==> src/rtl/dseq_pkg.sv <==
package dseq_pkg;

    localparam int BYTE_W   = 8;
    localparam int N_STEPS  = 9;
    localparam int N_CYCLES = 4;

    // step numbers at which the pins change; the order is the cycle protocol
    localparam int S_ROW_BUS  = 1;
    localparam int S_RAS_FALL = 2;
    localparam int S_A8_COL   = 3;
    localparam int S_COL_BUS  = 4;
    localparam int S_CAS_FALL = 5;
    localparam int S_WE_FALL  = 6;

    // cycle index after which the address counter advances
    localparam int BUMP_CYCLE = 1;

    typedef struct packed {
        logic [BYTE_W-1:0] addr;
        logic              a8;
        logic              ras_n;
        logic              cas_n;
        logic              we_n;
    } pins_t;

endpackage

==> src/rtl/dseq_timing.sv <==
module dseq_timing #(
    parameter int STEPS  = dseq_pkg::N_STEPS,
    parameter int CYCLES = dseq_pkg::N_CYCLES,
    parameter int BUMP_AT = dseq_pkg::BUMP_CYCLE,
    localparam int SW = $clog2(STEPS),
    localparam int CW = $clog2(CYCLES)
) (
    input  logic          clk,
    input  logic          rst,
    input  logic          en,
    output logic [SW-1:0] step_q,
    output logic [CW-1:0] cyc_q,
    output logic [SW-1:0] step_d,
    output logic [CW-1:0] cyc_d,
    output logic          bump
);

    localparam logic [SW-1:0] LAST_STEP = SW'(STEPS - 1);
    localparam logic [CW-1:0] LAST_CYC  = CW'(CYCLES - 1);
    localparam logic [CW-1:0] BUMP_CYC  = CW'(BUMP_AT);

    typedef struct packed {
        logic [SW-1:0] step;
        logic [CW-1:0] cyc;
    } tstate_t;

    tstate_t cur_q, nxt_d;
    logic    bump_d;

    always_comb begin
        nxt_d  = cur_q;
        bump_d = 1'b0;
        if (cur_q.step == '0 && !en) begin
            nxt_d = cur_q;
        end else if (cur_q.step == LAST_STEP) begin
            nxt_d.step = '0;
            nxt_d.cyc  = (cur_q.cyc == LAST_CYC) ? '0 : cur_q.cyc + 1'b1;
            bump_d     = (cur_q.cyc == BUMP_CYC);
        end else begin
            nxt_d.step = cur_q.step + 1'b1;
        end
    end

    always_ff @(posedge clk) begin
        if (rst) begin
            cur_q <= '0;
        end else begin
            cur_q <= nxt_d;
        end
    end

    assign step_q = cur_q.step;
    assign cyc_q  = cur_q.cyc;
    assign step_d = nxt_d.step;
    assign cyc_d  = nxt_d.cyc;
    assign bump   = bump_d;

    AST_STEP_RANGE: assert property (@(posedge clk) disable iff (rst)
        step_q <= LAST_STEP);

    AST_PAUSE_HOLD: assert property (@(posedge clk) disable iff (rst)
        (step_q == '0 && !en) |=> (step_q == '0 && $stable(cyc_q)));

    AST_CYC_ADVANCE: assert property (@(posedge clk) disable iff (rst)
        (step_q == LAST_STEP) |=> (cyc_q != $past(cyc_q)));

endmodule

==> src/rtl/dseq_addr_ctr.sv <==
module dseq_addr_ctr #(
    parameter int BYTE_W = dseq_pkg::BYTE_W,
    localparam int CNT_W = 2 * BYTE_W
) (
    input  logic             clk,
    input  logic             rst,
    input  logic             bump,
    output logic [CNT_W-1:0] cnt_q,
    output logic [CNT_W-1:0] cnt_d
);

    always_comb begin
        cnt_d = cnt_q;
        if (bump) begin
            cnt_d = cnt_q + 1'b1;
        end
    end

    always_ff @(posedge clk) begin
        if (rst) begin
            cnt_q <= '0;
        end else begin
            cnt_q <= cnt_d;
        end
    end

    AST_CNT_HOLD: assert property (@(posedge clk) disable iff (rst)
        !bump |=> $stable(cnt_q));

    AST_CNT_CARRY: assert property (@(posedge clk) disable iff (rst)
        (bump && cnt_q[BYTE_W-1:0] == '1) |=> (cnt_q[BYTE_W-1:0] == '0));

endmodule

==> src/rtl/dseq_pattern.sv <==
module dseq_pattern #(
    parameter int BYTE_W = dseq_pkg::BYTE_W,
    parameter int SW     = 4,
    parameter int CW     = 2,
    localparam int CNT_W = 2 * BYTE_W
) (
    input  logic [SW-1:0]    step,
    input  logic [CW-1:0]    cyc,
    input  logic [CNT_W-1:0] cnt,
    input  logic [BYTE_W-1:0] bus_prev,
    output dseq_pkg::pins_t  pins
);
    import dseq_pkg::*;

    logic row_bit, col_bit;

    // ninth-bit pairs per cycle index: 1/1, 0/1, 0/0, 1/0
    always_comb begin
        unique case (cyc)
            CW'(0):  begin row_bit = 1'b1; col_bit = 1'b1; end
            CW'(1):  begin row_bit = 1'b0; col_bit = 1'b1; end
            CW'(2):  begin row_bit = 1'b0; col_bit = 1'b0; end
            default: begin row_bit = 1'b1; col_bit = 1'b0; end
        endcase
    end

    always_comb begin
        pins.ras_n = !(step >= SW'(S_RAS_FALL));
        pins.cas_n = !(step >= SW'(S_CAS_FALL));
        pins.we_n  = !(step >= SW'(S_WE_FALL));
        pins.a8    = (step >= SW'(S_A8_COL)) ? col_bit : row_bit;
        if (step == '0) begin
            pins.addr = bus_prev;
        end else if (step < SW'(S_COL_BUS)) begin
            pins.addr = cnt[BYTE_W-1:0];
        end else begin
            pins.addr = cnt[CNT_W-1:BYTE_W];
        end
    end

endmodule

==> src/rtl/dseq_top.sv <==
module dseq_top #(
    parameter int BYTE_W = dseq_pkg::BYTE_W,
    parameter int STEPS  = dseq_pkg::N_STEPS,
    parameter int CYCLES = dseq_pkg::N_CYCLES,
    localparam int SW    = $clog2(STEPS),
    localparam int CW    = $clog2(CYCLES),
    localparam int CNT_W = 2 * BYTE_W
) (
    input  logic              clk,
    input  logic              rst,
    input  logic              en,
    output logic [BYTE_W-1:0] addr_o,
    output logic              a8_o,
    output logic              ras_n_o,
    output logic              cas_n_o,
    output logic              we_n_o,
    output logic [SW-1:0]     dbg_step_o,
    output logic [CW-1:0]     dbg_cyc_o
);
    import dseq_pkg::*;

    logic [SW-1:0]    step_q, step_d;
    logic [CW-1:0]    cyc_q, cyc_d;
    logic             bump;
    logic [CNT_W-1:0] cnt_q, cnt_d;
    pins_t            pins_d, pins_q;

    dseq_timing #(
        .STEPS  (STEPS),
        .CYCLES (CYCLES),
        .BUMP_AT(BUMP_CYCLE)
    ) u_timing (
        .clk   (clk),
        .rst   (rst),
        .en    (en),
        .step_q(step_q),
        .cyc_q (cyc_q),
        .step_d(step_d),
        .cyc_d (cyc_d),
        .bump  (bump)
    );

    dseq_addr_ctr #(
        .BYTE_W(BYTE_W)
    ) u_addr (
        .clk  (clk),
        .rst  (rst),
        .bump (bump),
        .cnt_q(cnt_q),
        .cnt_d(cnt_d)
    );

    // pins are decoded from the next state so that they switch on the clock edge
    dseq_pattern #(
        .BYTE_W(BYTE_W),
        .SW    (SW),
        .CW    (CW)
    ) u_pattern (
        .step    (step_d),
        .cyc     (cyc_d),
        .cnt     (cnt_d),
        .bus_prev(pins_q.addr),
        .pins    (pins_d)
    );

    always_ff @(posedge clk) begin
        if (rst) begin
            pins_q.addr  <= '0;
            pins_q.a8    <= 1'b1;
            pins_q.ras_n <= 1'b1;
            pins_q.cas_n <= 1'b1;
            pins_q.we_n  <= 1'b1;
        end else begin
            pins_q <= pins_d;
        end
    end

    assign addr_o     = pins_q.addr;
    assign a8_o       = pins_q.a8;
    assign ras_n_o    = pins_q.ras_n;
    assign cas_n_o    = pins_q.cas_n;
    assign we_n_o     = pins_q.we_n;
    assign dbg_step_o = step_q;
    assign dbg_cyc_o  = cyc_q;

    AST_CAS_NEEDS_RAS: assert property (@(posedge clk) disable iff (rst)
        !cas_n_o |-> !ras_n_o);

    AST_WE_NEEDS_CAS: assert property (@(posedge clk) disable iff (rst)
        !we_n_o |-> !cas_n_o);

    AST_IDLE_HIGH: assert property (@(posedge clk) disable iff (rst)
        (dbg_step_o == '0) |-> (ras_n_o && cas_n_o && we_n_o));

    AST_ADDR_HELD_CAS: assert property (@(posedge clk) disable iff (rst)
        (!cas_n_o && $past(!cas_n_o)) |-> $stable(addr_o));

    AST_A8_HELD_STROBED: assert property (@(posedge clk) disable iff (rst)
        (!cas_n_o && $past(!cas_n_o)) |-> $stable(a8_o));

endmodule

==> config.mk <==
export PLATFORM = sky130hd
export DESIGN_NAME = dseq_top
export DESIGN_NICKNAME = d
export VERILOG_FILES = /design/src/rtl/dseq_pkg.sv /design/src/rtl/dseq_timing.sv /design/src/rtl/dseq_addr_ctr.sv /design/src/rtl/dseq_pattern.sv /design/src/rtl/dseq_top.sv
export SDC_FILE = /design/constraint.sdc
export NUM_CORES = 1
export LEC_CHECK = 0
export ABC_AREA = 1
export BUFFER_PORTS_ARGS = -buffer_cell sky130_fd_sc_hd__buf_4
export CORE_MARGIN = 3
export CORE_UTILIZATION = 65
export CTS_BUF_LIST = sky130_fd_sc_hd__clkbuf_8
export CTS_CLUSTER_SIZE = 8
export DETAILED_ROUTE_END_ITERATION = 8
export PLACE_DENSITY_LB_ADDON = 0.08
export REMOVE_ABC_BUFFERS = 1
export SLEW_MARGIN = 15
export SYNTH_ARGS = -nofsm -noshare
export SYNTH_HDL_FRONTEND = slang
export SYNTH_HIERARCHICAL = 1
export SYNTH_SLANG_ARGS = --single-unit
==> constraint.sdc <==
create_clock -name clk -period 4.8 [get_ports clk]
set_clock_uncertainty 0.1 [all_clocks]
set_input_delay 0.72 -clock clk [delete_from_list [all_inputs] [get_ports clk]]
set_output_delay 0.72 -clock clk [all_outputs]
set_load 0.01 [all_outputs]
==> results.md <==
- Status: complete, no violations
- # IOs: 21
- Area grow syn2layout: 13.6%
- Initial antenna violation count: 0
- Seq/Total Area, Yosys: 0.349
- Hold Path Class: reg2reg
- Post-CTS Hold Fix Bufs: 0
- Top Family by Delay on Critical Path: simple AND/OR/NAND/NOR gates
- Fill count: between 200 and 250
- Horiz. Die Dim: 60.8 um
- Min Clock Period, post-route: between 2000 and 3000 ps
- Worst flop-to-flop path endpoint: addr_o[6]$_SDFF_PP0_
- GRT Util Overall: 0.237
- Starting Density: 0.695
- Antenna-violating nets left: 0
- Busiest grt layer: met2
- Die height: 60.8 um
- Die area: ~3700 um2
- Final Wtd Congestion: ~0.86
- M2 GR Usage: 0.377
- Worst path most repeated cell: inv_1
- Crit path to: addr_o[6]$_SDFF_PP0_
- Cell chain of the critical path: inv_1 > ha_1 > inv_1 > nor2_4 > nand2_4 > nor2_1 > inv_1 > nor3_1 > nand4_1 > nand2_1 > inv_1 > inv_1 > nand2_1 > nand3_1 > nand2_1 > inv_1 > nor2_1
- Largest cells by area after synthesis: dfxtp_1 (35%), inv_1 (12%), nand2_1 (12%), nand3_1 (6.2%), nor2_1 (6.2%)
- Peak VDD IR: around 220 uV
- Synthesized area per cell: slightly below 7 um2
- Non-filler cells, final: between 300 and 400
- Highest Clock Rate: about 370 MHz
- CP peak stage delay: between 400 and 500 ps
- Final nets: 319
- Post-Syn Area: ~1900 um2
- DRC violation total after the first TritonRoute iteration: between 100 and 150
- Critical Path RT: between 4000 and 5000 ps
- Max FO, Critical Path: 9
- Commonest non-fill, non-tap cells in the layout: inv_1 (64), nand2_1 (64), dfxtp_1 (34)
- Dominant cell type by area after synthesis: dfxtp_1
- Root buf cell: clkbuf_8
- Setup_tns: 0 ps
- Placed cells: approximately 330
- Number of remaining DRC errors: 0
- Via count: between 1.5k and 2k
- Reg clk slew, reported paths: roughly 70 ps
- Layout cells sized above 1: 0.177
- I/O Buffers: 20
- First-pass GRT wire length: between 6000 and 7000 um
- Max-cap violations: 0
- Setup Crit Path Kind: reg2reg
- Largest net degree at the start of global routing: 32
- Crit. Startpoint: u_timing/step_q[0]$_SDFF_PP0_
- WP buf/inv: 6
- Top cell type's share of synthesized area: 0.349
- RSZ-0062 raised after global routing: no
- Antenna Cells: 0
- Slew headroom: 0.605
- HPWL after DPL: ~2800 um
- Synth unique cells: 31
- Routed length per instance: 11.2 um
- Via density: 5.06
- Final wirelength: around 3800 um
- Crit path DAT: 2800 ps
- Final Cycle Share: 0.570
- Worst-Margin Slew: ~590 ps
- Pins over their slew limit: 0
- FF-to-FF setup slack: a little over 2000 ps
- Met1 global-route usage: 0.310
- Crit path capture type: register
- Crit start category: register
- Synth Warn #: 6
- Seq cells post-synth: 34
- Sink Count: 34
- Post-CTS setup buffer count: 0
- Cell count after synthesis: around 290
- Reg2reg start: u_timing/step_q[0]$_SDFF_PP0_
- Congestion Overflow GR: 0
- TritonCTS clock tree: done
- Levels on crit path: 17
- H-tree Lvls: 2
- Vias in the first global route: around 1.6k
- Slowest CP cell: nor2_1
- Post_cts resized: 0
- CTS max path bufs: 2
- Cts bufs inserted: 5
- Final hold vios: 0
- Row count: 19
- # setup viols final: 0
- Worst-Skew Late Latency: just under 300 ps
- DR pass1 iterations: 4
- Met3 Use GR: 0.0702
- Core area: 2810 um2
- Pwr Density: between 300 and 400 nW/um2
- Worst Reg-to-Reg Cells: 17
- Tot Pwr: 0.725 mW
- Leak: about 1.2 nW
-- per-stage QoR --
step	util	worst slack, ps	hold slack, ps	area [um2]
floorplan	-	2450	359	1910
global placement	0.749	2230	383	2100
detailed placement	0.749	2130	389	2100
CTS	0.789	2110	411	2210
global route	0.789	1780	452	2210
finish	0.789	2070	414	2210
-- routing by layer --
| metal | vias to the layer above | wire length [um] |
|---|---|---|
| li1 | 905 | - |
| met3 | 7 | 204 |
| met5 | - | 0 |
| met1 | 769 | 1860 |
| met2 | 44 | 1690 |
| met4 | 0 | 68 |
-- state kept, by name, summed over array words and instances (netlist names) --
| register | cells |
|---|---|
| u_addr/cnt_q | 16 |
| addr_o | 8 |
| u_timing/step_q | 4 |
| u_timing/cyc_q | 2 |
| a8_o | 1 |
| cas_n_o | 1 |
| ras_n_o | 1 |
| we_n_o | 1 |
-- final cells by class --
| type | instances | area, um2 | area share |
|---|---|---|---|
| Tap cell | 31 | 38.8 | 0.0175 |
| Multi-Input combinational cell | 181 | 980 | 0.442 |
| Clock inverter | 3 | 45.0 | 0.0203 |
| Sequential cell | 34 | 681 | 0.307 |
| Clock buffer | 5 | 68.8 | 0.0311 |
| Timing Repair Buffer | 20 | 150 | 0.0678 |
| Inverter | 67 | 251 | 0.114 |
-- synthesized netlist by cell type (all sizes together) --
master and instances:
nand2 71, inv 67, nor2 39, dfxtp 34
nand3 26, ha 7, nor3 7, a21oi 6
nand4 6, xor2 6, o21ai 4, buf 3
a21o 2, nand3b 2, and2b 1, clkbuf 1
o211ai 1, o21a 1, or3 1, xnor2 1
-- worst min-delay path by stage --
stage | start | to | slack (ps) | cells after the start
floorplan | u_addr/cnt_q[15]$_SDFF_PP0_ | u_addr/cnt_q[15]$_SDFF_PP0_ | 360 | 2
global placement | u_addr/cnt_q[15]$_SDFF_PP0_ | u_addr/cnt_q[15]$_SDFF_PP0_ | 380 | 2
detailed placement | u_addr/cnt_q[15]$_SDFF_PP0_ | u_addr/cnt_q[15]$_SDFF_PP0_ | 390 | 2
CTS | u_addr/cnt_q[15]$_SDFF_PP0_ | u_addr/cnt_q[15]$_SDFF_PP0_ | 410 | 2
global route | u_addr/cnt_q[15]$_SDFF_PP0_ | u_addr/cnt_q[15]$_SDFF_PP0_ | 450 | 2
finish | u_addr/cnt_q[15]$_SDFF_PP0_ | u_addr/cnt_q[15]$_SDFF_PP0_ | 410 | 2
-- power breakdown --
part | internal (mW) | switching (mW) | total (mW)
clock network | 0.154 | 0.107 | 0.262
logic | 0.0592 | 0.0958 | 0.155
registers | 0.298 | 0.0108 | 0.309
total | 0.511 | 0.214 | 0.725
-- worst register-to-register path, stage by stage (launching register included) --
cell and delay [ps]:
dfxtp_1 360, inv_1 90, ha_1 150, inv_1 60, nor2_4 130, nand2_4 100, nor2_1 470, inv_1 180
nor3_1 350, nand4_1 140, nand2_1 120, inv_1 40, inv_1 40, nand2_1 40, nand3_1 100, nand2_1 60
inv_1 50, nor2_1 30
-- cells by family after synthesis --
kind of cell               share of synthesized area
adders and majority gates                     0.0449
and+or+nand+nor                                0.375
buffers and inverters                          0.148
DFF                                            0.349
AOI/OAI and AO/OA                             0.0475
xor gates and xnor gates                      0.0353
Note: power is estimated with default switching activity, not from simulation.
